**src/rtl/fsynth_pkg.sv**
```systemverilog
`timescale 1ns/1ps
package fsynth_pkg;
   // register select encoding on the byte port
   typedef enum logic {
      FS_REG_HI = 1'b0,
      FS_REG_LO = 1'b1
   } fs_reg_e;

   // calibration status pair
   typedef struct packed {
      logic done;
      logic busy;
   } fs_cal_t;
endpackage

```
**src/rtl/fsynth_regs.sv**
```systemverilog
`timescale 1ns/1ps
module fsynth_regs
   import fsynth_pkg::*;
#(
   parameter int unsigned DATA_W     = 8,
   parameter int unsigned WORD_W     = 10,
   parameter int unsigned RESET_WORD = 32'h165
) (
   input  logic                       clk,
   input  logic                       rst_n,
   input  logic                       wr_en,
   input  fs_reg_e                    wr_sel,
   input  logic [DATA_W-1:0]          wdata,
   output logic [WORD_W-1:0]          word_o,
   output logic [WORD_W-DATA_W-1:0]   hi_pend_o
);
   localparam int unsigned HI_W = WORD_W - DATA_W;
   localparam logic [WORD_W-1:0] RST_WORD = WORD_W'(RESET_WORD);

   logic [HI_W-1:0]   hi_q;
   logic [WORD_W-1:0] word_q;

   // upper bits wait in a staging register; the low-byte write commits all
   always_ff @(posedge clk) begin
      if (!rst_n) begin
         hi_q   <= RST_WORD[WORD_W-1:DATA_W];
         word_q <= RST_WORD;
      end else if (wr_en) begin
         if (wr_sel == FS_REG_HI) begin
            hi_q <= wdata[HI_W-1:0];
         end else begin
            word_q <= {hi_q, wdata};
         end
      end
   end

   assign word_o    = word_q;
   assign hi_pend_o = hi_q;
endmodule

```
**src/rtl/fsynth_div.sv**
```systemverilog
`timescale 1ns/1ps
module fsynth_div #(
   parameter int unsigned WORD_W    = 10,
   parameter int unsigned DIV_W     = 12,
   parameter int unsigned BASE_DIV  = 2048,
   parameter int unsigned RX_OFFSET = 2,
   parameter int unsigned RESET_DIV = 2405,
   parameter bit          REG_OUT   = 1'b1
) (
   input  logic              clk,
   input  logic              rst_n,
   input  logic [WORD_W-1:0] word_i,
   input  logic              rx_en_i,
   output logic [DIV_W-1:0]  div_o
);
   logic [DIV_W-1:0] tx_div;
   logic [DIV_W-1:0] act_div;

   always_comb begin
      tx_div  = DIV_W'(BASE_DIV) + DIV_W'(word_i);
      act_div = tx_div - (rx_en_i ? DIV_W'(RX_OFFSET) : '0);
   end

   if (REG_OUT) begin : g_reg
      logic [DIV_W-1:0] div_q;
      always_ff @(posedge clk) begin
         if (!rst_n) begin
            div_q <= DIV_W'(RESET_DIV);
         end else begin
            div_q <= act_div;
         end
      end
      assign div_o = div_q;
   end else begin : g_comb
      assign div_o = act_div;
   end
endmodule

```
**src/rtl/fsynth_cal.sv**
```systemverilog
`timescale 1ns/1ps
module fsynth_cal
   import fsynth_pkg::*;
(
   input  logic    clk,
   input  logic    rst_n,
   input  logic    fs_on_i,
   input  logic    start_i,
   input  logic    finish_i,
   output fs_cal_t stat_o
);
   logic    on_q;
   logic    on_rise;
   fs_cal_t stat_q;

   assign on_rise = fs_on_i & ~on_q;

   always_ff @(posedge clk) begin
      if (!rst_n) begin
         on_q   <= 1'b0;
         stat_q <= '0;
      end else begin
         on_q <= fs_on_i;
         // finish takes priority over the power-on clear
         if (finish_i) begin
            stat_q.done <= 1'b1;
         end else if (on_rise) begin
            stat_q.done <= 1'b0;
         end
         // finish takes priority over a coincident start
         if (finish_i) begin
            stat_q.busy <= 1'b0;
         end else if (start_i && fs_on_i) begin
            stat_q.busy <= 1'b1;
         end
      end
   end

   assign stat_o = stat_q;
endmodule

```
**src/rtl/fsynth_ctrl.sv**
```systemverilog
`timescale 1ns/1ps
module fsynth_ctrl
   import fsynth_pkg::*;
#(
   parameter int unsigned DATA_W     = 8,
   parameter int unsigned WORD_W     = 10,
   parameter int unsigned DIV_W      = 12,
   parameter int unsigned BASE_DIV   = 2048,
   parameter int unsigned RX_OFFSET  = 2,
   parameter int unsigned RESET_WORD = 32'h165,
   parameter bit          REG_OUT    = 1'b1
) (
   input  logic              clk,
   input  logic              rst_n,
   input  logic              wr_en,
   input  logic              reg_sel,
   input  logic [DATA_W-1:0] wdata,
   output logic [DATA_W-1:0] rdata,
   input  logic              rx_en,
   input  logic              fs_on,
   input  logic              cal_start,
   input  logic              cal_finish,
   output logic [DIV_W-1:0]  div_o,
   output logic              cal_done,
   output logic              cal_busy
);
   localparam int unsigned HI_W      = WORD_W - DATA_W;
   localparam int unsigned DIV_NEED  = $clog2(BASE_DIV + (1 << WORD_W));
   localparam int unsigned RESET_DIV = BASE_DIV + (RESET_WORD % (1 << WORD_W));
   localparam int unsigned DONE_BIT  = DATA_W - 1;
   localparam int unsigned BUSY_BIT  = DATA_W - 2;

   // elaboration-time parameter checks
   if (WORD_W <= DATA_W) begin : g_bad_word
      $error("WORD_W must exceed DATA_W");
   end
   if (HI_W > DATA_W - 2) begin : g_bad_hi
      $error("upper word part collides with status bits");
   end
   if (DIV_W < DIV_NEED) begin : g_bad_div
      $error("DIV_W too narrow for BASE_DIV plus word");
   end
   if (RX_OFFSET > BASE_DIV) begin : g_bad_off
      $error("RX_OFFSET larger than BASE_DIV");
   end

   fs_reg_e            sel;
   logic [WORD_W-1:0]  word;
   logic [HI_W-1:0]    hi_pend;
   fs_cal_t            stat;

   assign sel = fs_reg_e'(reg_sel);

   fsynth_regs #(
      .DATA_W     (DATA_W),
      .WORD_W     (WORD_W),
      .RESET_WORD (RESET_WORD)
   ) u_regs (
      .clk       (clk),
      .rst_n     (rst_n),
      .wr_en     (wr_en),
      .wr_sel    (sel),
      .wdata     (wdata),
      .word_o    (word),
      .hi_pend_o (hi_pend)
   );

   fsynth_div #(
      .WORD_W    (WORD_W),
      .DIV_W     (DIV_W),
      .BASE_DIV  (BASE_DIV),
      .RX_OFFSET (RX_OFFSET),
      .RESET_DIV (RESET_DIV),
      .REG_OUT   (REG_OUT)
   ) u_div (
      .clk     (clk),
      .rst_n   (rst_n),
      .word_i  (word),
      .rx_en_i (rx_en),
      .div_o   (div_o)
   );

   fsynth_cal u_cal (
      .clk      (clk),
      .rst_n    (rst_n),
      .fs_on_i  (fs_on),
      .start_i  (cal_start),
      .finish_i (cal_finish),
      .stat_o   (stat)
   );

   // read mux: status bits on top, pending upper word bits at the bottom
   always_comb begin
      if (sel == FS_REG_LO) begin
         rdata = word[DATA_W-1:0];
      end else begin
         rdata           = '0;
         rdata[HI_W-1:0] = hi_pend;
         rdata[DONE_BIT] = stat.done;
         rdata[BUSY_BIT] = stat.busy;
      end
   end

   assign cal_done = stat.done;
   assign cal_busy = stat.busy;
endmodule

```
**config.mk**
```make
export PLATFORM = sky130hd
export DESIGN_NAME = fsynth_ctrl
export DESIGN_NICKNAME = d
export VERILOG_FILES = /design/src/rtl/fsynth_pkg.sv /design/src/rtl/fsynth_regs.sv /design/src/rtl/fsynth_div.sv /design/src/rtl/fsynth_cal.sv /design/src/rtl/fsynth_ctrl.sv
export SDC_FILE = /design/constraint.sdc
export NUM_CORES = 1
export LEC_CHECK = 0
export BUFFER_PORTS_ARGS = -buffer_cell sky130_fd_sc_hd__buf_2
export CAP_MARGIN = 20
export CORE_MARGIN = 2
export CORE_UTILIZATION = 43
export CTS_BUF_LIST = sky130_fd_sc_hd__clkbuf_16
export DETAILED_ROUTE_END_ITERATION = 12
export GPL_TIMING_DRIVEN = 0
export PLACE_DENSITY_LB_ADDON = 0.3
export SETUP_SLACK_MARGIN = 0.15
export SYNTH_ARGS = -nofsm -noshare
export SYNTH_HDL_FRONTEND = slang
export SYNTH_SLANG_ARGS = --single-unit
export TNS_END_PERCENT = 50
```
**constraint.sdc**
```tcl
create_clock -name clk -period 1.6 [get_ports clk]
set_input_delay 0.16 -clock clk [delete_from_list [all_inputs] [get_ports clk]]
set_output_delay 0.16 -clock clk [all_outputs]
set_load 0.005 [all_outputs]
```
# Word level (Yosys, flattened, before mapping)
# Index checks and enable logic that the tools add are counted.
# word_totals
regBits,27
elab_cells,21
output_inout_bits,22
# op_classes
muxes,4
reduce_logical,5
addsub,2
n_bitwise,4
# ops
cell,count
adder 12 x 10 -> 12 bit (first input constant),1
subtractor 12 bit,1
two-way mux 8 bit,1
AND reduction 2 bit,2
inverter 1 bit,3
two-way mux 1 bit,2
two-way mux 2 bit,1
nonzero test 2 bit,1
OR reduction 2 bit,1
AND 1 bit,1
logical AND 1 bit,1

# Logic depth before layout (Yosys ltp)
# Gate-level depths: netlist of run 1.
# logic_depth
ltp_word,4
depth_mapped,5
mapped_depth_nobuf,5

# Cells and area by module
# From an unflattened synthesis of run 1, not the netlist that was laid out.
# unflattened
cells_unflattened,124
area_unflattened_um2,1208.7
# modules_own_cells
module,cells_each,n_inst,seq_area_each_um2,area_per_inst_um2
fsynth_div,53,1,240.2,503.0
fsynth_regs,53,1,240.2,499.2
fsynth_cal,9,1,60.1,105.1
fsynth_ctrl,9,1,0.0,101.3

# Worst setup path before layout of run 1
# Ideal clock, no wire load.
# synth_path
kind,register to register
from,reg u_regs.word_q[2] (netlist: u_regs.word_o[2])
to,reg u_div.g_reg.div_q[7] (netlist: u_div.div_o[7])
path_stages_with_launch,5
path_buffers,1
setup_slack_ns,-0.014
t_arrival_ns,1.543
cell_sequence,dfxtp_1 -> buf_6 -> or4_4 -> or4b_1 -> a21oi_1
# synth_between
elab_chain_cells,2
# synth_lines
item,line_no,rtl
"start, declared",fsynth_regs.sv:21,logic [WORD_W-1:0] word_q;
"start signal, assigned",fsynth_regs.sv:32,"word_q <= {hi_q, wdata};"
adder 12 x 10 -> 12 bit,fsynth_div.sv:20,tx_div = DIV_W'(BASE_DIV) + DIV_W'(word_i);
subtractor 12 bit,fsynth_div.sv:21,act_div = tx_div - (rx_en_i ? DIV_W'(RX_OFFSET) : '0);
"end signal, assigned",fsynth_div.sv:28,div_q <= DIV_W'(RESET_DIV);
"end signal, assigned",fsynth_div.sv:30,div_q <= act_div;
"end, declared",fsynth_div.sv:25,logic [DIV_W-1:0] div_q;
# Every way passes these cells.
# A chain may end at the register's enable or synchronous reset.

# Final worst setup path of run 1
# layout_path
from,reg u_regs.word_q[5] (netlist: u_regs.word_o[5])
to,reg u_div.g_reg.div_q[7] (netlist: u_div.div_o[7])
# The elaborated chain is that of the path after synthesis.

==> results.cfg, run 1 <==
[run_status]
status = completed

[setup_path]
cp_cell_sequence = or4_4 -> or4b_4 -> a21oi_2
rr_endpoint = u_div.div_o[7]
critPathArrivalTime_ns = 1.79
worst_ep_required_time_ns = 1.79
slowest_stage = or4_4
cpPeakStageDelay_ns = 0.57
start_kind = flip-flop
reg2regPathDepth = 3
cp_num_buf_inv = 0
crit_fanout = 6
rrSetupSlack_ns = 0.007
path_delay_family = simple AND/OR/NAND/NOR gates
r2r-start = u_regs.word_o[5]
worstSetupEndpointType = flip-flop
critPathKind = flip-flop to flip-flop

[pwr]
peakVddDrop_mv = 0.589
power.density_nw_per_um2 = 1010
leakage_nw = 0.642

[timing]
hold_viol_final = 0
max_freq_mhz = 628
fin_crit_sh_pct = 99.5
slew_headroom_pct = 61.7
drv_slew = 0
worst_pin_slew_ns = 0.570
period_minus_slack_ns = 1.59
grt_setup_unrepaired = yes
fin_skew_ns = 0.00187
setup_violations = 0
fin_setup_tns_ns = 0

[logic_synthesis]
syn_inst = 123
synth_nets = 141
ys_seq_area_share_pct = 49.6
synth_flop_cell = dfxtp_1
yosys_register_bits = 27
synth_area_um2 = 1090
yosysWarnings = 0
synth.distinct_cells = 29
async_flop_share_pct = 0
synth_edf_count = 0
synth.avg_cell_area_um2 = 8.86

[place]
hpwl_mm = 1.70
place_congestion = 0.752
io_buffers = 37
dpl.cell_count = 190

[global_routing]
grt_max_degree = 15
grt_pass1_wl_mm = 3.84
antenna_found_initial = 0
grt_pass1_vias = 897
grt_usage_pct = 18.3
globalRouteOverflowTotal = 0

[clocking]
cts_sinks = 27
insertion_delay_ns = 0.26
clk_pin_slew_worst_paths_ns = 0.06
htree_levels = 1
clock-root-buffer = clkbuf_16
cts_tree = done
cts_made_buffers = 3
clk_path_buf_depth = 2

[finish]
antennaDiodeCount = 0
utilization_pct = 59.4
final_cells = 197
area_growth_syn_to_layout_pct = 32.6
final_nets = 186
drive_gt1_share_pct = 34.7

[job]
drv_cap = 0

[min_path]
worst_hold_path_type = primary input to flip-flop
hp-start = cal_finish
hold_depth = 2
whs_endpoint = u_cal.stat_o[0]

[drt]
route.detailed.drc = 0
vias = 987
routedWlPerCell_um = 12.2
drt-initial-drc-count = 13
postRouteAntennaNets = 0
first_pass_iters = 4
drt_wl_total_mm = 2.41
vias_per_cell = 5.01

[die]
io_pins = 38
die_area_um2 = 2950
die_w_um = 54.3
start_util_pct = 44.8
rows = 18
die_h_um = 54.3
core_area_um2 = 2430
-- sequential cells by signal, summed over array words and instances (netlist names) --
register,flops
u_cal.on_q,1
u_regs.word_o,10
u_regs.hi_pend_o,2
u_div.div_o,12
u_cal.stat_o,2
-- worst max-delay path by stage --
stage	startpoint	to	slack (ns)	depth (start not counted)
after floorplan	u_regs.word_o[5]	u_div.div_o[7]	0.09	3
after global placement	u_regs.word_o[5]	u_div.div_o[7]	0.03	3
after CTS	u_regs.word_o[5]	u_div.div_o[7]	0.003	3
final	u_regs.word_o[5]	u_div.div_o[7]	0.007	3
after detailed placement	u_regs.word_o[3]	u_div.div_o[7]	0.02	3
after global routing	u_regs.word_o[5]	u_div.div_o[7]	-0.04	3
-- per-layer routing --
metal / global-route usage (%) / vias to the layer above / part of all wire [%]
li1: - / 508 / -
met1: 21.9 / 447 / 43
met2: 31.1 / 27 / 50
met3: 3.55 / 5 / 4.7
met4: 8.75 / 0 / 1.6
met5: 0 / - / 0
-- cell usage after synthesis, types with 3 or more instances --
cell,n,share of area (%)
nand3_1,6,2.8
clkbuf_1,4,1.4
nor4_1,3,1.7
mux2i_1,3,2.8
nor2_1,6,2.1
and2_1,5,2.9
nand2b_1,3,1.7
inv_1,4,1.4
nand2_1,25,8.6
dfxtp_1,27,50
o21ai_0,3,1.4
mux2_2,4,4.1
a21oi_1,10,4.6
-- per-stage QoR --
stage,hold slack (ns),setup WS (ns),total power (W),area (µm²)
after floorplan,0.233,0.0861,0.000837,1100
after global placement,0.345,0.0277,0.000902,1330
after detailed placement,0.349,0.0197,0.000908,1330
after CTS,0.0772,0.00285,0.00146,1410
after global routing,0.0960,-0.0354,0.00153,1450
final,0.0821,0.00734,0.00146,1450
-- cell families after synthesis --
family,count (synthesis),synth area share [%]
AOI/OAI and AO/OA,16,8.04
muxes,7,6.89
adders and majority gates,2,2.30
xor gates and xnor gates,2,1.61
and+or+nand+nor,60,27.8
DFF,27,49.6
buffers and inverters,9,3.79
-- where the power goes --
group	switching, W	internal, W
logic	0.0000859	0.0000894
clock network	0.000220	0.000334
registers	0.0000234	0.000705
-- cell type report --
type                       instances  area [µm²]
buffer                             5        26.3
clock buffer                       3        75.1
clock inverter                     1        3.75
fill                             240         987
inverter                           4        15.0
multi-input combinational         87         532
sequential                        27         548
tap                               30        37.5
timing repair buffer              40         208
-- placed cells by master, fill, tap and decap left out, types with 2 or more instances in the layout --
cell type	Yosys	final
a21oi_1	10	9
and2_1	5	5
buf_2	0	37
buf_4	0	3
clkbuf_1	4	4
clkbuf_16	0	3
dfxtp_1	27	23
dfxtp_2	0	3
inv_1	4	5
mux2_2	4	4
mux2i_1	3	3
nand2_1	25	25
nand2b_1	3	3
nand3_1	6	6
nor2_1	6	6
nor3_1	2	2
nor4_1	3	3
o21ai_0	3	3
or3_1	2	2
or4_4	1	2
xnor2_1	2	2
-- what timing repair did --
action,4_1_cts,5_1_grt
setup endpoints to repair,3,4
gates resized for setup,2,5
hold buffers,0,0
setup buffers,0,3
hold endpoints to repair,0,0
pin swaps,0,3
(Power assumes the default switching activity.)
==> run 2, diff against run 1 <==
CORE_UTILIZATION = 40   (was 43)
==> results.cfg, run 2 (synthesized netlist as in run 1, its figures left out) <==
[finish]
area_growth_syn_to_layout_pct = 33.9
multiInputGateArea_um2 = 537
final_nets = 187
utilization_pct = 57.8
final_cell_mix = buf_2, nand2_1, dfxtp_1
final_common_cell = buf_2
largest_reg_flops = 12
antennaDiodeCount = 0
fill_cells = 236
drive_gt1_share_pct = 36.3
seq_area_um2 = 548

[setup_path]
rr_endpoint = u_div.div_o[7]
worstSetupEndpointType = flip-flop
critPathKind = flip-flop to flip-flop
cp_num_buf_inv = 0
crit_path_start = u_regs.word_o[5]
start_kind = flip-flop
cpPeakStageDelay_ns = 0.57
rrSetupSlack_ns = 0.01
reg2regPathDepth = 3
worst_ep_required_time_ns = 1.79
crit_fanout = 6
slowest_stage = or4_4
cp_cell_sequence = or4_4 -> or4b_4 -> a21oi_2
r2r-start = u_regs.word_o[5]
cp_num_cells = 3
critPathArrivalTime_ns = 1.78
endpoint = u_div.div_o[7]
path_delay_family = simple AND/OR/NAND/NOR gates

[clocking]
cts_hold_buf = 0
cts_sinks = 27
cts_tree = done
clock-root-buffer = clkbuf_16
htree_levels = 1
clk_pin_slew_worst_paths_ns = 0.06
cts_made_buffers = 3
clk_path_buf_depth = 2
insertion_delay_ns = 0.26

[timing]
setup_violations = 0
slew_headroom_pct = 65.0
hold_viol_final = 0
max_freq_mhz = 629
grt_setup_unrepaired = yes
fin_skew_ns = 0.00264
drv_slew = 0
period_minus_slack_ns = 1.59
fin_setup_tns_ns = 0
fin_crit_sh_pct = 99.4
worst_pin_slew_ns = 0.520

[die]
core_area_um2 = 2520
io_pins = 38
start_util_pct = 43.2
die_h_um = 56.2
die_area_um2 = 3160
rows = 18
die_w_um = 56.2

[pwr]
peakVddDrop_mv = 0.687
power.density_nw_per_um2 = 1000
leakage_nw = 0.648

[drt]
postRouteAntennaNets = 0
drt-met1-wl_um = 962
met2_length_mm = 1.27
routedWlPerCell_um = 12.0
first_pass_iters = 4
vias = 988
dr.max_layer_used = met4
drt_wl_total_mm = 2.38
drt-initial-drc-count = 12
met3WireLength_um = 132
vias_per_cell = 4.99
route.detailed.drc = 0

[place]
place_congestion = 0.776
io_buffers = 37
hpwl_mm = 1.64

[global_routing]
grt_usage_pct = 15.6
antenna_found_initial = 0
globalRouteOverflowTotal = 0
grt_pass1_vias = 928
grt_pass1_wl_mm = 3.94
grt_max_degree = 16

[run_status]
status = completed

[min_path]
worst_hold_path_type = primary input to flip-flop

[job]
drv_cap = 0
[run 2: cell count changes in the layout (fill, tap and decap cells not counted), sizes merged]
| cell | previous run | this run |
|---|---|---|
| clkinv | 0 | 1 |
| inv | 5 | 4 |
| buf | 41 | 42 |
[run 2: worst reg2reg max path: cells and delay by family (launching register included)]
family	cells	cell delay [ns]
compound gates	1	0.11
simple gates	2	1.07
flops	1	0.34
[run 2: what timing repair did]
action	4_1_cts	5_1_grt
endpoints found under the setup margin	3	5
buffers inserted	0	4
gates cloned	0	0
gates resized for setup	5	3
pin swaps	1	3
[run 2: routing by layer]
layer | global-route usage (%) | vias up
met1 | 17.6 | 450
li1 | - | 512
met3 | 3.26 | 2
met4 | 4.08 | 0
met5 | 0 | -
met2 | 29.2 | 24
[run 2: layout make-up]
type,instances,share of cell area [%]
clock buffer,3,5.15
sequential,27,37.6
multi-input combinational,87,36.8
inverter,4,1.03
clock inverter,1,0.343
tap,30,2.57
timing repair buffer,41,14.8
buffer,5,1.80
[run 2: metrics by stage]
stage	instances	hold slack (ns)	cell area (µm²)	total power (W)	worst slack, ns
6_report	198	0.0774	1460	0.00146	0.0100
5_1_grt	198	0.0794	1460	0.00153	-0.0428
4_1_cts	194	0.0763	1420	0.00146	0.0181
3_5_place_dp	190	0.349	1330	0.000907	0.0139
3_3_place_gp	190	0.344	1330	0.000902	0.0278
2_1_floorplan	123	0.233	1100	0.000837	0.0861
[run 2: worst min path at each step]
stage	startpoint	end	slack [ns]	cells past startpoint
finish	cal_finish	u_cal.stat_o[0]	0.08	2
global route	cal_finish	u_cal.stat_o[0]	0.08	2
CTS	cal_finish	u_cal.stat_o[0]	0.08	2
detailed placement	cal_finish	u_cal.stat_o[0]	0.35	2
global placement	cal_finish	u_cal.stat_o[0]	0.34	2
floorplan	rst_n	u_div.div_o[0]	0.23	1
[run 2: power by group]
group | total [W] | switching [W] | leakage (nW) | internal (W)
Combinational | 0.000176 | 0.0000866 | 0.384 | 0.0000891
Sequential | 0.000728 | 0.0000228 | 0.223 | 0.000705
Clock | 0.000556 | 0.000219 | 0.0409 | 0.000337
Total | 0.00146 | 0.000329 | 0.648 | 0.00113
==> run 3, diff against run 2 <==
HOLD_SLACK_MARGIN = 0.1   (was unset)
==> results.cfg, run 3 (synthesized netlist as in run 1, its figures left out) <==
[run_status]
status = completed

[finish]
largest_reg_flops = 12
final_nets = 188
drive_gt1_share_pct = 36.1
final_cell_mix = buf_2, nand2_1, dfxtp_1
area_growth_syn_to_layout_pct = 34.8
utilization_pct = 58.2
final_common_cell = buf_2
fin_area_um2 = 1470
antennaDiodeCount = 0

[drt]
drt-met1-wl_um = 966
drt_wl_total_mm = 2.40
routedWlPerCell_um = 12.1
vias_per_cell = 4.97
first_pass_iters = 4
drt-initial-drc-count = 18
postRouteAntennaNets = 0
route.detailed.drc = 0
vias = 990
met2_length_mm = 1.29
met3WireLength_um = 133
dr.max_layer_used = met4

[die]
rows = 18
die_h_um = 56.2
die_w_um = 56.2
die_area_um2 = 3160
core_area_um2 = 2520
io_pins = 38
start_util_pct = 43.2

[setup_path]
cp_num_buf_inv = 0
rrSetupSlack_ns = 0.01
cp_cell_sequence = or4_4 -> or4b_4 -> a21oi_2
critPathKind = flip-flop to flip-flop
crit_fanout = 6
r2r-start = u_regs.word_o[5]
reg2regPathDepth = 3
critPathArrivalTime_ns = 1.78
path_delay_family = simple AND/OR/NAND/NOR gates
cpPeakStageDelay_ns = 0.57
slowest_stage = or4_4
worst_ep_required_time_ns = 1.79
rr_endpoint = u_div.div_o[7]
start_kind = flip-flop
worstSetupEndpointType = flip-flop

[timing]
slew_headroom_pct = 64.9
period_minus_slack_ns = 1.59
max_freq_mhz = 629
holdWs_ns = 0.109
drv_slew = 0
fin_setup_tns_ns = 0
fin_skew_ns = 0.00264
fin_ws_ns = 0.00990
setup_violations = 0
worst_pin_slew_ns = 0.521
hold_viol_final = 0
fin_crit_sh_pct = 99.4
grt_setup_unrepaired = yes

[min_path]
hp-start = wdata[2]
whs_endpoint = u_regs.word_o[2]
worst_hold_path_type = primary input to flip-flop
hold_depth = 3

[place]
place_congestion = 0.776
io_buffers = 37
hpwl_mm = 1.64
dp_slack_ns = 0.0139
dpl_cell_area_um2 = 1330

[pwr]
peakVddDrop_mv = 0.688
leakage_nw = 0.652
power.density_nw_per_um2 = 995

[global_routing]
globalRouteOverflowTotal = 0
grt_pass1_wl_mm = 3.97
grt_usage_pct = 15.7
grt_pass1_vias = 934
antenna_found_initial = 0
grt_max_degree = 16

[clocking]
clk_path_buf_depth = 2
cts_tree = done
insertion_delay_ns = 0.26
htree_levels = 1
clock-root-buffer = clkbuf_16
cts_sinks = 27
clk_pin_slew_worst_paths_ns = 0.06
cts_made_buffers = 3

[job]
drv_cap = 0
[run 3: cell types whose count changed in the layout (fill, tap and decap cells not counted)]
cell,delta
dlygate4sd3_1,+1
[run 3: stage by stage]
step	cells	power, W
after floorplan	123	0.000837
after global placement	190	0.000902
after detailed placement	190	0.000907
after CTS	195	0.00146
after global routing	199	0.00153
final	199	0.00146
[run 3: worst reg2reg max path: stages (launching register included)]
cell and delay [ns]:
dfxtp_2 0.34, or4_4 0.57, or4b_4 0.50, a21oi_2 0.11
[run 3: power by group]
group | switching [W] | internal (W) | leakage, nW
Sequential | 0.0000229 | 0.000705 | 0.223
Clock | 0.000220 | 0.000337 | 0.0409
Combinational | 0.0000870 | 0.0000907 | 0.388
Total | 0.000330 | 0.00113 | 0.652
[run 3: worst max path at each step]
stage | end | cells after the start | slack [ns] | startpoint
after floorplan | u_div.div_o[7] | 3 | 0.09 | u_regs.word_o[5]
after global placement | u_div.div_o[7] | 3 | 0.03 | u_regs.word_o[5]
after detailed placement | u_div.div_o[7] | 3 | 0.01 | u_regs.word_o[5]
after CTS | u_div.div_o[7] | 3 | 0.02 | u_regs.word_o[5]
after global routing | u_div.div_o[7] | 3 | -0.04 | u_regs.word_o[5]
final | u_div.div_o[7] | 3 | 0.01 | u_regs.word_o[5]
[run 3: final cells by class]
cell class	count	area, µm²
fill	235	1050
multi-input combinational	87	537
inverter	4	15.0
clock inverter	1	5.00
buffer	5	26.3
timing repair buffer	42	225
clock buffer	3	75.1
sequential	27	548
tap	30	37.5
[run 3: repair_timing]
| item | in CTS | in global routing |
|---|---|---|
| endpoints found under the hold margin | 1 | 0 |
| pin swaps | 1 | 3 |
| gates resized for setup | 5 | 3 |
| hold buffers | 1 | 0 |
| setup endpoints to repair | 3 | 5 |
| setup buffers | 0 | 4 |
[run 3: routing by layer]
metal | vias to the layer above | track usage, %
li1 | 514 | -
met1 | 450 | 17.8
met2 | 24 | 29.6
met3 | 2 | 3.26
met4 | 0 | 4.08
met5 | - | 0
